`config.mk`:
```
export PLATFORM = sky130hd
export DESIGN_NAME = sadc_reader
export DESIGN_NICKNAME = d
export VERILOG_FILES = /design/src/rtl/sadc_pkg.sv /design/src/rtl/sadc_tick.sv /design/src/rtl/sadc_capture.sv /design/src/rtl/sadc_reader.sv
export SDC_FILE = /design/constraint.sdc
export NUM_CORES = 1
export LEC_CHECK = 0
export BUFFER_PORTS_ARGS = -buffer_cell sky130_fd_sc_hd__buf_4
export CORE_ASPECT_RATIO = 0.5
export CORE_MARGIN = 2
export CORE_UTILIZATION = 51
export DETAILED_ROUTE_END_ITERATION = 8
export PLACE_DENSITY = 0.7
export SYNTH_ARGS = -nofsm -noshare
export SYNTH_HDL_FRONTEND = slang
export SYNTH_SLANG_ARGS = --single-unit
```
`constraint.sdc`:
```
create_clock -name clk -period 4.64 [get_ports clk]
set_input_delay 0.696 -clock clk [delete_from_list [all_inputs] [get_ports clk]]
set_output_delay 0.696 -clock clk [all_outputs]
set_load 0.01 [all_outputs]
```
`src/rtl/sadc_pkg.sv`:
```
package sadc_pkg;
    localparam int RD_DATA_W_DEF = 12;

    typedef enum logic [1:0] {
        RD_IDLE = 2'd0,
        RD_RUN  = 2'd1,
        RD_GAP  = 2'd2
    } rd_state_e;
endpackage

```
`src/rtl/sadc_tick.sv`:
```
module sadc_tick #(
    parameter int HALF_DIV = 4
) (
    input  logic clk,
    input  logic rst_n,
    input  logic en_i,
    output logic tick_o
);
    localparam int CW = (HALF_DIV > 1) ? $clog2(HALF_DIV) : 1;
    localparam logic [CW-1:0] CNT_MAX = CW'(HALF_DIV - 1);

    logic [CW-1:0] cnt_d, cnt_q;

    always_comb begin
        tick_o = en_i && (cnt_q == CNT_MAX);
        if (!en_i || tick_o) cnt_d = '0;
        else                 cnt_d = cnt_q + 1'b1;
    end

    always_ff @(posedge clk or negedge rst_n) begin
        if (!rst_n) cnt_q <= '0;
        else        cnt_q <= cnt_d;
    end
endmodule

```
`src/rtl/sadc_capture.sv`:
```
module sadc_capture #(
    parameter int DATA_W = 12
) (
    input  logic              clk,
    input  logic              rst_n,
    input  logic              clear_i,
    input  logic              shift_msb_i,
    input  logic              shift_lsb_i,
    input  logic              bit_i,
    output logic [DATA_W-1:0] word_o,
    output logic              differ_o
);
    logic [DATA_W-1:0] fwd_d, fwd_q;
    logic [DATA_W-2:0] rev_d, rev_q;   // rev_q[i] holds bit i+1

    always_comb begin
        fwd_d = fwd_q;
        rev_d = rev_q;
        if (clear_i) begin
            fwd_d = '0;
            rev_d = '0;
        end else if (shift_msb_i) begin
            fwd_d = {fwd_q[DATA_W-2:0], bit_i};
        end else if (shift_lsb_i) begin
            if (DATA_W > 2) rev_d = {bit_i, rev_q[DATA_W-2:1]};
            else            rev_d = bit_i;
        end
    end

    always_ff @(posedge clk or negedge rst_n) begin
        if (!rst_n) begin
            fwd_q <= '0;
            rev_q <= '0;
        end else begin
            fwd_q <= fwd_d;
            rev_q <= rev_d;
        end
    end

    assign word_o   = fwd_q;
    assign differ_o = (rev_q != fwd_q[DATA_W-1:1]);

    // one bit goes to only one copy per edge
    p_one_copy_r9: assert property (@(posedge clk) disable iff (!rst_n)
        !(shift_msb_i && shift_lsb_i));
endmodule

```
`src/rtl/sadc_reader.sv`:
```
module sadc_reader
    import sadc_pkg::*;
#(
    parameter int DATA_W     = RD_DATA_W_DEF,
    parameter int HALF_DIV   = 4,
    parameter int LEAD_EDGES = 2
) (
    input  logic              clk,
    input  logic              rst_n,
    input  logic              start_i,
    input  logic              cmp_mode_i,
    input  logic              sdata_i,
    output logic              cs_n_o,
    output logic              sclk_o,
    output logic              busy_o,
    output logic              valid_o,
    output logic [DATA_W-1:0] result_o,
    output logic              mismatch_o
);
    localparam int NULL_EDGE = LEAD_EDGES + 1;
    localparam int MSB_LAST  = NULL_EDGE + DATA_W;
    localparam int LSB_LAST  = MSB_LAST + DATA_W - 1;
    localparam int EW        = $clog2(LSB_LAST + 1);
    localparam logic [EW-1:0] E_MSB_FIRST = EW'(NULL_EDGE + 1);
    localparam logic [EW-1:0] E_MSB_LAST  = EW'(MSB_LAST);
    localparam logic [EW-1:0] E_LSB_LAST  = EW'(LSB_LAST);

    typedef struct packed {
        rd_state_e         st;
        logic              cs_n;
        logic              sclk;
        logic [EW-1:0]     edge_n;
        logic              cmp;
        logic              gap_half;
        logic              valid;
        logic [DATA_W-1:0] result;
        logic              mismatch;
    } regs_t;

    regs_t r_d, r_q;

    logic              tick;
    logic              cap_clear, cap_msb, cap_lsb;
    logic [DATA_W-1:0] cap_word;
    logic              cap_differ;
    logic [EW-1:0]     edge_next, edge_last;

    sadc_tick #(.HALF_DIV(HALF_DIV)) tick_i (
        .clk    (clk),
        .rst_n  (rst_n),
        .en_i   (r_q.st != RD_IDLE),
        .tick_o (tick)
    );

    sadc_capture #(.DATA_W(DATA_W)) cap_i (
        .clk         (clk),
        .rst_n       (rst_n),
        .clear_i     (cap_clear),
        .shift_msb_i (cap_msb),
        .shift_lsb_i (cap_lsb),
        .bit_i       (sdata_i),
        .word_o      (cap_word),
        .differ_o    (cap_differ)
    );

    assign edge_next = r_q.edge_n + 1'b1;
    assign edge_last = r_q.cmp ? E_LSB_LAST : E_MSB_LAST;

    always_comb begin
        r_d       = r_q;
        r_d.valid = 1'b0;
        cap_clear = 1'b0;
        cap_msb   = 1'b0;
        cap_lsb   = 1'b0;
        unique case (r_q.st)
            RD_IDLE: begin
                if (start_i) begin
                    r_d.st     = RD_RUN;
                    r_d.cs_n   = 1'b0;
                    r_d.sclk   = 1'b0;
                    r_d.edge_n = '0;
                    r_d.cmp    = cmp_mode_i;
                    cap_clear  = 1'b1;
                end
            end
            RD_RUN: begin
                if (tick) begin
                    if (!r_q.sclk) begin
                        r_d.sclk   = 1'b1;
                        r_d.edge_n = edge_next;
                        if (edge_next >= E_MSB_FIRST && edge_next <= E_MSB_LAST)
                            cap_msb = 1'b1;
                        else if (edge_next > E_MSB_LAST)
                            cap_lsb = 1'b1;
                    end else begin
                        r_d.sclk = 1'b0;
                        if (r_q.edge_n == edge_last) begin
                            r_d.cs_n     = 1'b1;
                            r_d.st       = RD_GAP;
                            r_d.gap_half = 1'b0;
                        end
                    end
                end
            end
            RD_GAP: begin
                if (tick) begin
                    if (r_q.gap_half) begin
                        r_d.st       = RD_IDLE;
                        r_d.valid    = 1'b1;
                        r_d.result   = cap_word;
                        r_d.mismatch = r_q.cmp && cap_differ;
                    end else begin
                        r_d.gap_half = 1'b1;
                    end
                end
            end
            default: r_d.st = RD_IDLE;
        endcase
    end

    always_ff @(posedge clk or negedge rst_n) begin
        if (!rst_n) begin
            r_q          <= '0;
            r_q.st       <= RD_IDLE;
            r_q.cs_n     <= 1'b1;
        end else begin
            r_q <= r_d;
        end
    end

    assign cs_n_o     = r_q.cs_n;
    assign sclk_o     = r_q.sclk;
    assign busy_o     = (r_q.st != RD_IDLE);
    assign valid_o    = r_q.valid;
    assign result_o   = r_q.result;
    assign mismatch_o = r_q.mismatch;

    p_idle_cs_high_r1: assert property (@(posedge clk) disable iff (!rst_n)
        !busy_o |-> cs_n_o);
    p_start_taken_r2: assert property (@(posedge clk) disable iff (!rst_n)
        (!busy_o && start_i) |=> (!cs_n_o && busy_o));
    p_sclk_quiet_r3: assert property (@(posedge clk) disable iff (!rst_n)
        cs_n_o |-> !sclk_o);
    p_edge_bound_r4: assert property (@(posedge clk) disable iff (!rst_n)
        r_q.edge_n <= edge_last);
    p_valid_single_r6: assert property (@(posedge clk) disable iff (!rst_n)
        valid_o |=> !valid_o);
    p_busy_end_r7: assert property (@(posedge clk) disable iff (!rst_n)
        $fell(busy_o) |-> valid_o);
    p_start_ignored_r8: assert property (@(posedge clk) disable iff (!rst_n)
        (r_q.st == RD_RUN && start_i && !tick) |=> (r_q.st == RD_RUN && $stable(r_q.edge_n)));
    p_no_flag_normal_r9: assert property (@(posedge clk) disable iff (!rst_n)
        (valid_o && !r_q.cmp) |-> !mismatch_o);
endmodule

```
==> results of run 1 <==
==> worst register-to-register path: stages, from the launching register on <==
cell and delay (ns):
dfrtp_1 0.45, ha_1 0.34, nand3_2 0.13, xor2_2 0.17
nand2_1 0.06, or4_1 0.84, mux2_1 0.42
==> registers in the layout, summed over array words and instances, names as in the netlist <==
register	count
cap_i.word_o	12
r_q	9
sclk_o	1
cap_i.rev_q	11
cs_n_o	1
tick_i.cnt_q	2
mismatch_o	1
valid_o	1
result_o	12
==> layout make-up <==
cell class | instances | area (µm²)
multi-input cells | 170 | 947
repair buffers | 22 | 165
well taps | 57 | 71.3
fillers | 392 | 1890
clock buffers | 5 | 68.8
inverters | 8 | 30.0
flip-flops and latches | 50 | 1250
clock inverters | 3 | 18.8
==> metal layers <==
layer | up-vias | GRT usage
li1 | 826 | -
met1 | 763 | 0.251
met2 | 25 | 0.298
met3 | 8 | 0.0440
met4 | 0 | 0.0548
met5 | - | 0
==> power by group <==
part / switching, mW / internal, mW / leakage [nW]
clock: 0.149 / 0.106 / 0.0483
combinational: 0.164 / 0.160 / 0.570
sequential: 0.127 / 0.548 / 0.664
==> cells in the mapped netlist <==
master / count
nand3_2: 1
nand4bb_1: 1
nand4_1: 3
a22o_1: 1
mux2i_1: 11
inv_1: 8
nand2b_1: 1
nand2_1: 77
nor3_1: 1
nor2_1: 5
buf_2: 2
ha_1: 3
buf_6: 2
or4_1: 1
and4_1: 1
mux2_2: 1
clkbuf_1: 7
nor3b_1: 1
buf_4: 12
dfstp_2: 1
nand3_1: 7
xor2_2: 1
and3_1: 1
nor2b_1: 3
xnor2_1: 11
a21oi_1: 5
o21ai_0: 25
or2_2: 1
nand4_2: 1
dfrtp_1: 49
xor2_1: 1
a31oi_1: 2
o31ai_1: 3
mux2_1: 1
==> final timing paths <==
check | from | to | slack (ns) | depth (start not counted)
min | rst_n | tick_i.cnt_q[1] | 0.39 | 1
max reg2reg | r_q[17] | cap_i.word_o[5] | 2.11 | 6
max | r_q[17] | cap_i.word_o[5] | 2.11 | 6
min in group clk | tick_i.cnt_q[0] | tick_i.cnt_q[0] | 0.45 | 1
min reg2reg | tick_i.cnt_q[0] | tick_i.cnt_q[0] | 0.45 | 1
max in group asynchronous | rst_n | cap_i.rev_q[4] | 3.81 | 1
==> cells by family (layout without fill, tap and decap cells) <==
family / after synthesis / in the layout
simple gates: 105 / 105
flops: 50 / 50
compound gates: 36 / 36
buf+inv: 31 / 38
xor+xnor: 13 / 13
mux: 13 / 13
fa+ha+maj: 3 / 3
==> through the flow <==
| step | power (mW) | instance area (µm²) | std cells |
|---|---|---|---|
| floorplan | 0.911 | 2380 | 251 |
| global placement | 0.995 | 2470 | 307 |
| detailed placement | 1.01 | 2470 | 307 |
| CTS | 1.26 | 2550 | 315 |
| global route | 1.35 | 2550 | 315 |
| finish | 1.25 | 2550 | 315 |
==> placed cells by master, fill, tap and decap left out <==
cell,count
xor2_1,1
a21oi_1,5
nand4bb_1,1
a31oi_1,2
and4_1,1
or4_1,1
o31ai_1,3
inv_1,8
mux2i_1,11
xnor2_1,11
nand2b_1,1
dfstp_2,1
clkinv_2,2
or2_2,1
nor3_1,1
clkbuf_8,5
ha_1,3
buf_4,22
nor2b_1,3
and3_1,1
nor2_1,5
nand4_1,3
nand2_1,77
nor3b_1,1
a22o_1,1
nand3_2,1
nand3_1,7
o21ai_0,25
mux2_2,1
xor2_2,1
inv_6,1
dfrtp_1,49
mux2_1,1
nand4_2,1
==> flow_summary.ini, run 1 <==
[timing]
rsz0062_at_grt = false
final_hold_viol_count = 0
worst_pin_slew_ns = 0.737
min_period_ns = 2.53
fmax_ghz = 0.396
period_share = 0.544
finClkSkew_ns = 0.0124
worst_slack_ns = 2.11
slew_headroom = 0.507
slew_violations = 0
holdWs_ns = 0.390
tns_ns = 0
finalSetupViolCount = 0

[logic_synthesis]
synth_area_leader_cell = dfrtp_1
synth_fa_ha_area_frac = 0.0158
synth_cell_types = 34
synthXorXnorAreaFrac = 0.0510
synth_top_family_by_area = simple AND/OR/NAND/NOR gates
synthTopCellsByArea = dfrtp_1 (52%), nand2_1 (12%), o21ai_0 (5.3%)
synth_compound_area_frac = 0.0815
synth-seq-area-share = 0.527
ys_warn_count = 0
synth_nets = 259
syn_area_um2 = 2380
synthSimpleGateAreaFrac = 0.194
ys_seq_elements = 50
syn_inst = 251
yosysTopAreaCellShare = 0.516
avgSynthCellArea_um2 = 9.48
synthMuxAreaShare = 0.0558

[clock_tree]
clock_latency_ns = 0.31
cts_buffers = 5
cts_root_buffer = clkbuf_8
cts.reportedPaths.clkPinSlew_ns = 0.09
cts_resized = 0
clock_path_buffers = 2
postCtsSetupBuffers = 0
cts_tree = yes
ctsHoldBuffers = 0
cts.sinks = 50
htree_levels = 2

[placed_design]
preCtsSetupSlack_ns = 2.15
io_buffers = 21
dp_hpwl_mm = 2.88
place_congestion = 0.827

[worst_setup_path]
critical_path_class = flip-flop to flip-flop
cp_max_fo = 12
cp.arrival_ns = 2.71
start_kind = flip-flop
crit_family = simple AND/OR/NAND/NOR gates
critPathBufInv = 0
slowest_delay_ns = 0.84
endpoint_kind = flip-flop
crit_path_top_delay_cell = or4_1
crit_chain = ha_1 > nand3_2 > xor2_2 > nand2_1 > or4_1 > mux2_1
required_ns = 4.82

[power]
ir_worst_vdd_mv = 0.227
total_leakage_power_nw = 1.28
powerDensity_nw_per_um2 = 491

[finish]
area_growth_pct = 7.36
utilization = 0.574
antenna_cells = 0
nets = 265
final_layout_size_suffix_gt1_frac = 0.140

[route]
routed.top_layer = met4
viasPerCell = 5.15
drtIter0Drc = 69
wl_per_cell_um = 13.4
dr.pass1.iters = 4
drt-met1-wl_mm = 2.16
wl_met2_mm = 1.89
wl_met3_um = 126
vias = 1622
ant_nets = 0
drt-total-wl_mm = 4.23
drc = 0

[floorplanning]
io_pins = 22
die_w_um = 101
core_um2 = 4450
initial_utilization = 0.535
rows = 17
dieArea_um2 = 5260
fp.dieH_um = 52.3

[grt]
antenna_found_initial = 0
grt_pass1_vias = 1611
grt_pass1_wl_mm = 7.46
grtUsageTotal = 0.185
gr-total-overflow = 0
grt_max_degree = 51

[job]
max_cap_violations = 0

[status]
status = finished, final reports clean

[hold_path]
hp-class = primary input to asynchronous set/reset pin
Note: power is estimated with default switching activity, not from simulation.
==> run 2, diff against run 1 <==
--- a/config.mk
+++ b/config.mk
@@ -10,7 +10,7 @@
 export CORE_MARGIN = 2
 export CORE_UTILIZATION = 51
 export DETAILED_ROUTE_END_ITERATION = 8
-export PLACE_DENSITY = 0.7
+export PLACE_DENSITY = 0.73
 export SYNTH_ARGS = -nofsm -noshare
 export SYNTH_HDL_FRONTEND = slang
 export SYNTH_SLANG_ARGS = --single-unit
==> constraint.sdc (replaced) <==
create_clock -name clk -period 2.14 [get_ports clk]
set_input_delay 0.321 -clock clk [delete_from_list [all_inputs] [get_ports clk]]
set_output_delay 0.321 -clock clk [all_outputs]
set_load 0.01 [all_outputs]
==> flow_summary.ini, run 2 (same netlist as run 1, synthesis figures left out) <==
[timing]
final_hold_viol_count = 0
fmax_ghz = 0.500
min_period_ns = 2.00
worst_slack_ns = 0.141
finalSetupViolCount = 0
rsz0062_at_grt = false
slew_violations = 0
finClkSkew_ns = 0.00739
worst_pin_slew_ns = 0.618
slew_headroom = 0.588
tns_ns = 0
period_share = 0.934
holdWs_ns = 0.0222

[finish]
final_layout_size_suffix_gt1_frac = 0.172
seqCellArea_um2 = 1250
nets = 274
antenna_cells = 0
multi_input_area_um2 = 960
utilization = 0.606
fin_cells = 324
design_area_um2 = 2690
area_growth_pct = 13.2
final_cell_mix = nand2_1 (77), dfrtp_1 (49), buf_4 (30)
layout_commonest_cell = nand2_1
nFillCells = 383

[worst_setup_path]
endpoint_kind = flip-flop
crit_family = simple AND/OR/NAND/NOR gates
start_kind = flip-flop
cp_max_fo = 3
crit_path_top_delay_cell = or4_1
required_ns = 2.33
critical_path_class = flip-flop to flip-flop
critPathBufInv = 1
slowest_delay_ns = 0.56
crit_chain = inv_1 > ha_1 > nor2_1 > nand4_1 > nand2_1 > or4_1 > mux2_1
cp.arrival_ns = 2.19

[grt]
grt_pass1_vias = 1620
met2_usage = 0.307
grt_pass1_wl_mm = 7.56
met3_usage = 0.0440
grtUsageTotal = 0.188
top_usage_layer = met2
antenna_found_initial = 0
gr-total-overflow = 0
grtUsageMet1 = 0.252
grt_max_degree = 51

[route]
wl_per_cell_um = 13.4
ant_nets = 0
dr.pass1.iters = 4
drtIter0Drc = 57
drt-total-wl_mm = 4.35
vias = 1700
drc = 0
viasPerCell = 5.25

[job]
max_cap_violations = 0

[floorplanning]
rows = 17
die_w_um = 101
io_pins = 22
initial_utilization = 0.535
dieArea_um2 = 5260
fp.dieH_um = 52.3
core_um2 = 4450

[clock_tree]
cts_buffers = 5
clock_latency_ns = 0.31
cts.sinks = 50
clock_path_buffers = 2
cts_root_buffer = clkbuf_8
ctsHoldBuffers = 0
cts.reportedPaths.clkPinSlew_ns = 0.09
cts_tree = yes
htree_levels = 2

[placed_design]
dp_hpwl_mm = 3.02
io_buffers = 21
place_congestion = 0.828
placed_cells = 315
preCtsSetupSlack_ns = 0.0661
postPlaceCellArea_um2 = 2530

[power]
finalPower_mw = 3.06
powerDensity_nw_per_um2 = 1140
total_leakage_power_nw = 1.35
ir_worst_vdd_mv = 0.480

[status]
status = finished, final reports clean

[hold_path]
hp-class = primary input to asynchronous set/reset pin
## run 2: cell count changes in the layout (fill, tap and decap cells not counted), sizes merged
| cell | delta |
|---|---|
| clkbuf | +1 |
| inv | -1 |
| clkinv | -2 |
| buf | +9 |
| bufinv | +2 |
## run 2: layout make-up
class                   count  area share
flip-flops and latches     50       0.465
multi-input cells         170       0.356
repair buffers             31      0.0878
clock buffers               6      0.0307
well taps                  57      0.0265
clock inverters             2      0.0223
inverters                   8      0.0112
## run 2: power by group
group          leakage (nW)  total, mW  internal, mW  switching, mW
combinational         0.613      0.804         0.410          0.394
clock                0.0714      0.814         0.498          0.316
sequential            0.664       1.44          1.19          0.256
## run 2: path summary, 6_finish.rpt
path	cells after the start	end	from	slack (ns)
max	7	cap_i.word_o[5]	r_q[16]	0.14
min	1	mismatch_o	rst_n	0.02
max reg2reg	7	cap_i.word_o[5]	r_q[16]	0.14
min reg2reg	1	tick_i.cnt_q[0]	tick_i.cnt_q[0]	0.45
max in group asynchronous	1	r_q[20]	rst_n	1.71
min in group clk	3	cap_i.rev_q[10]	sdata_i	0.22
## run 2: repair_timing
action / CTS / global route
setup buffers: 0 / 1
endpoints found under the setup margin: 0 / 12
gates resized for setup: 0 / 3
## run 2: metal layers
| layer | up-vias | share of wire | wire [µm] |
|---|---|---|---|
| met5 | - | 0 | 0 |
| met4 | 0 | 0.011 | 46 |
| met3 | 5 | 0.052 | 225 |
| met2 | 36 | 0.47 | 2050 |
| met1 | 822 | 0.47 | 2030 |
| li1 | 837 | - | - |
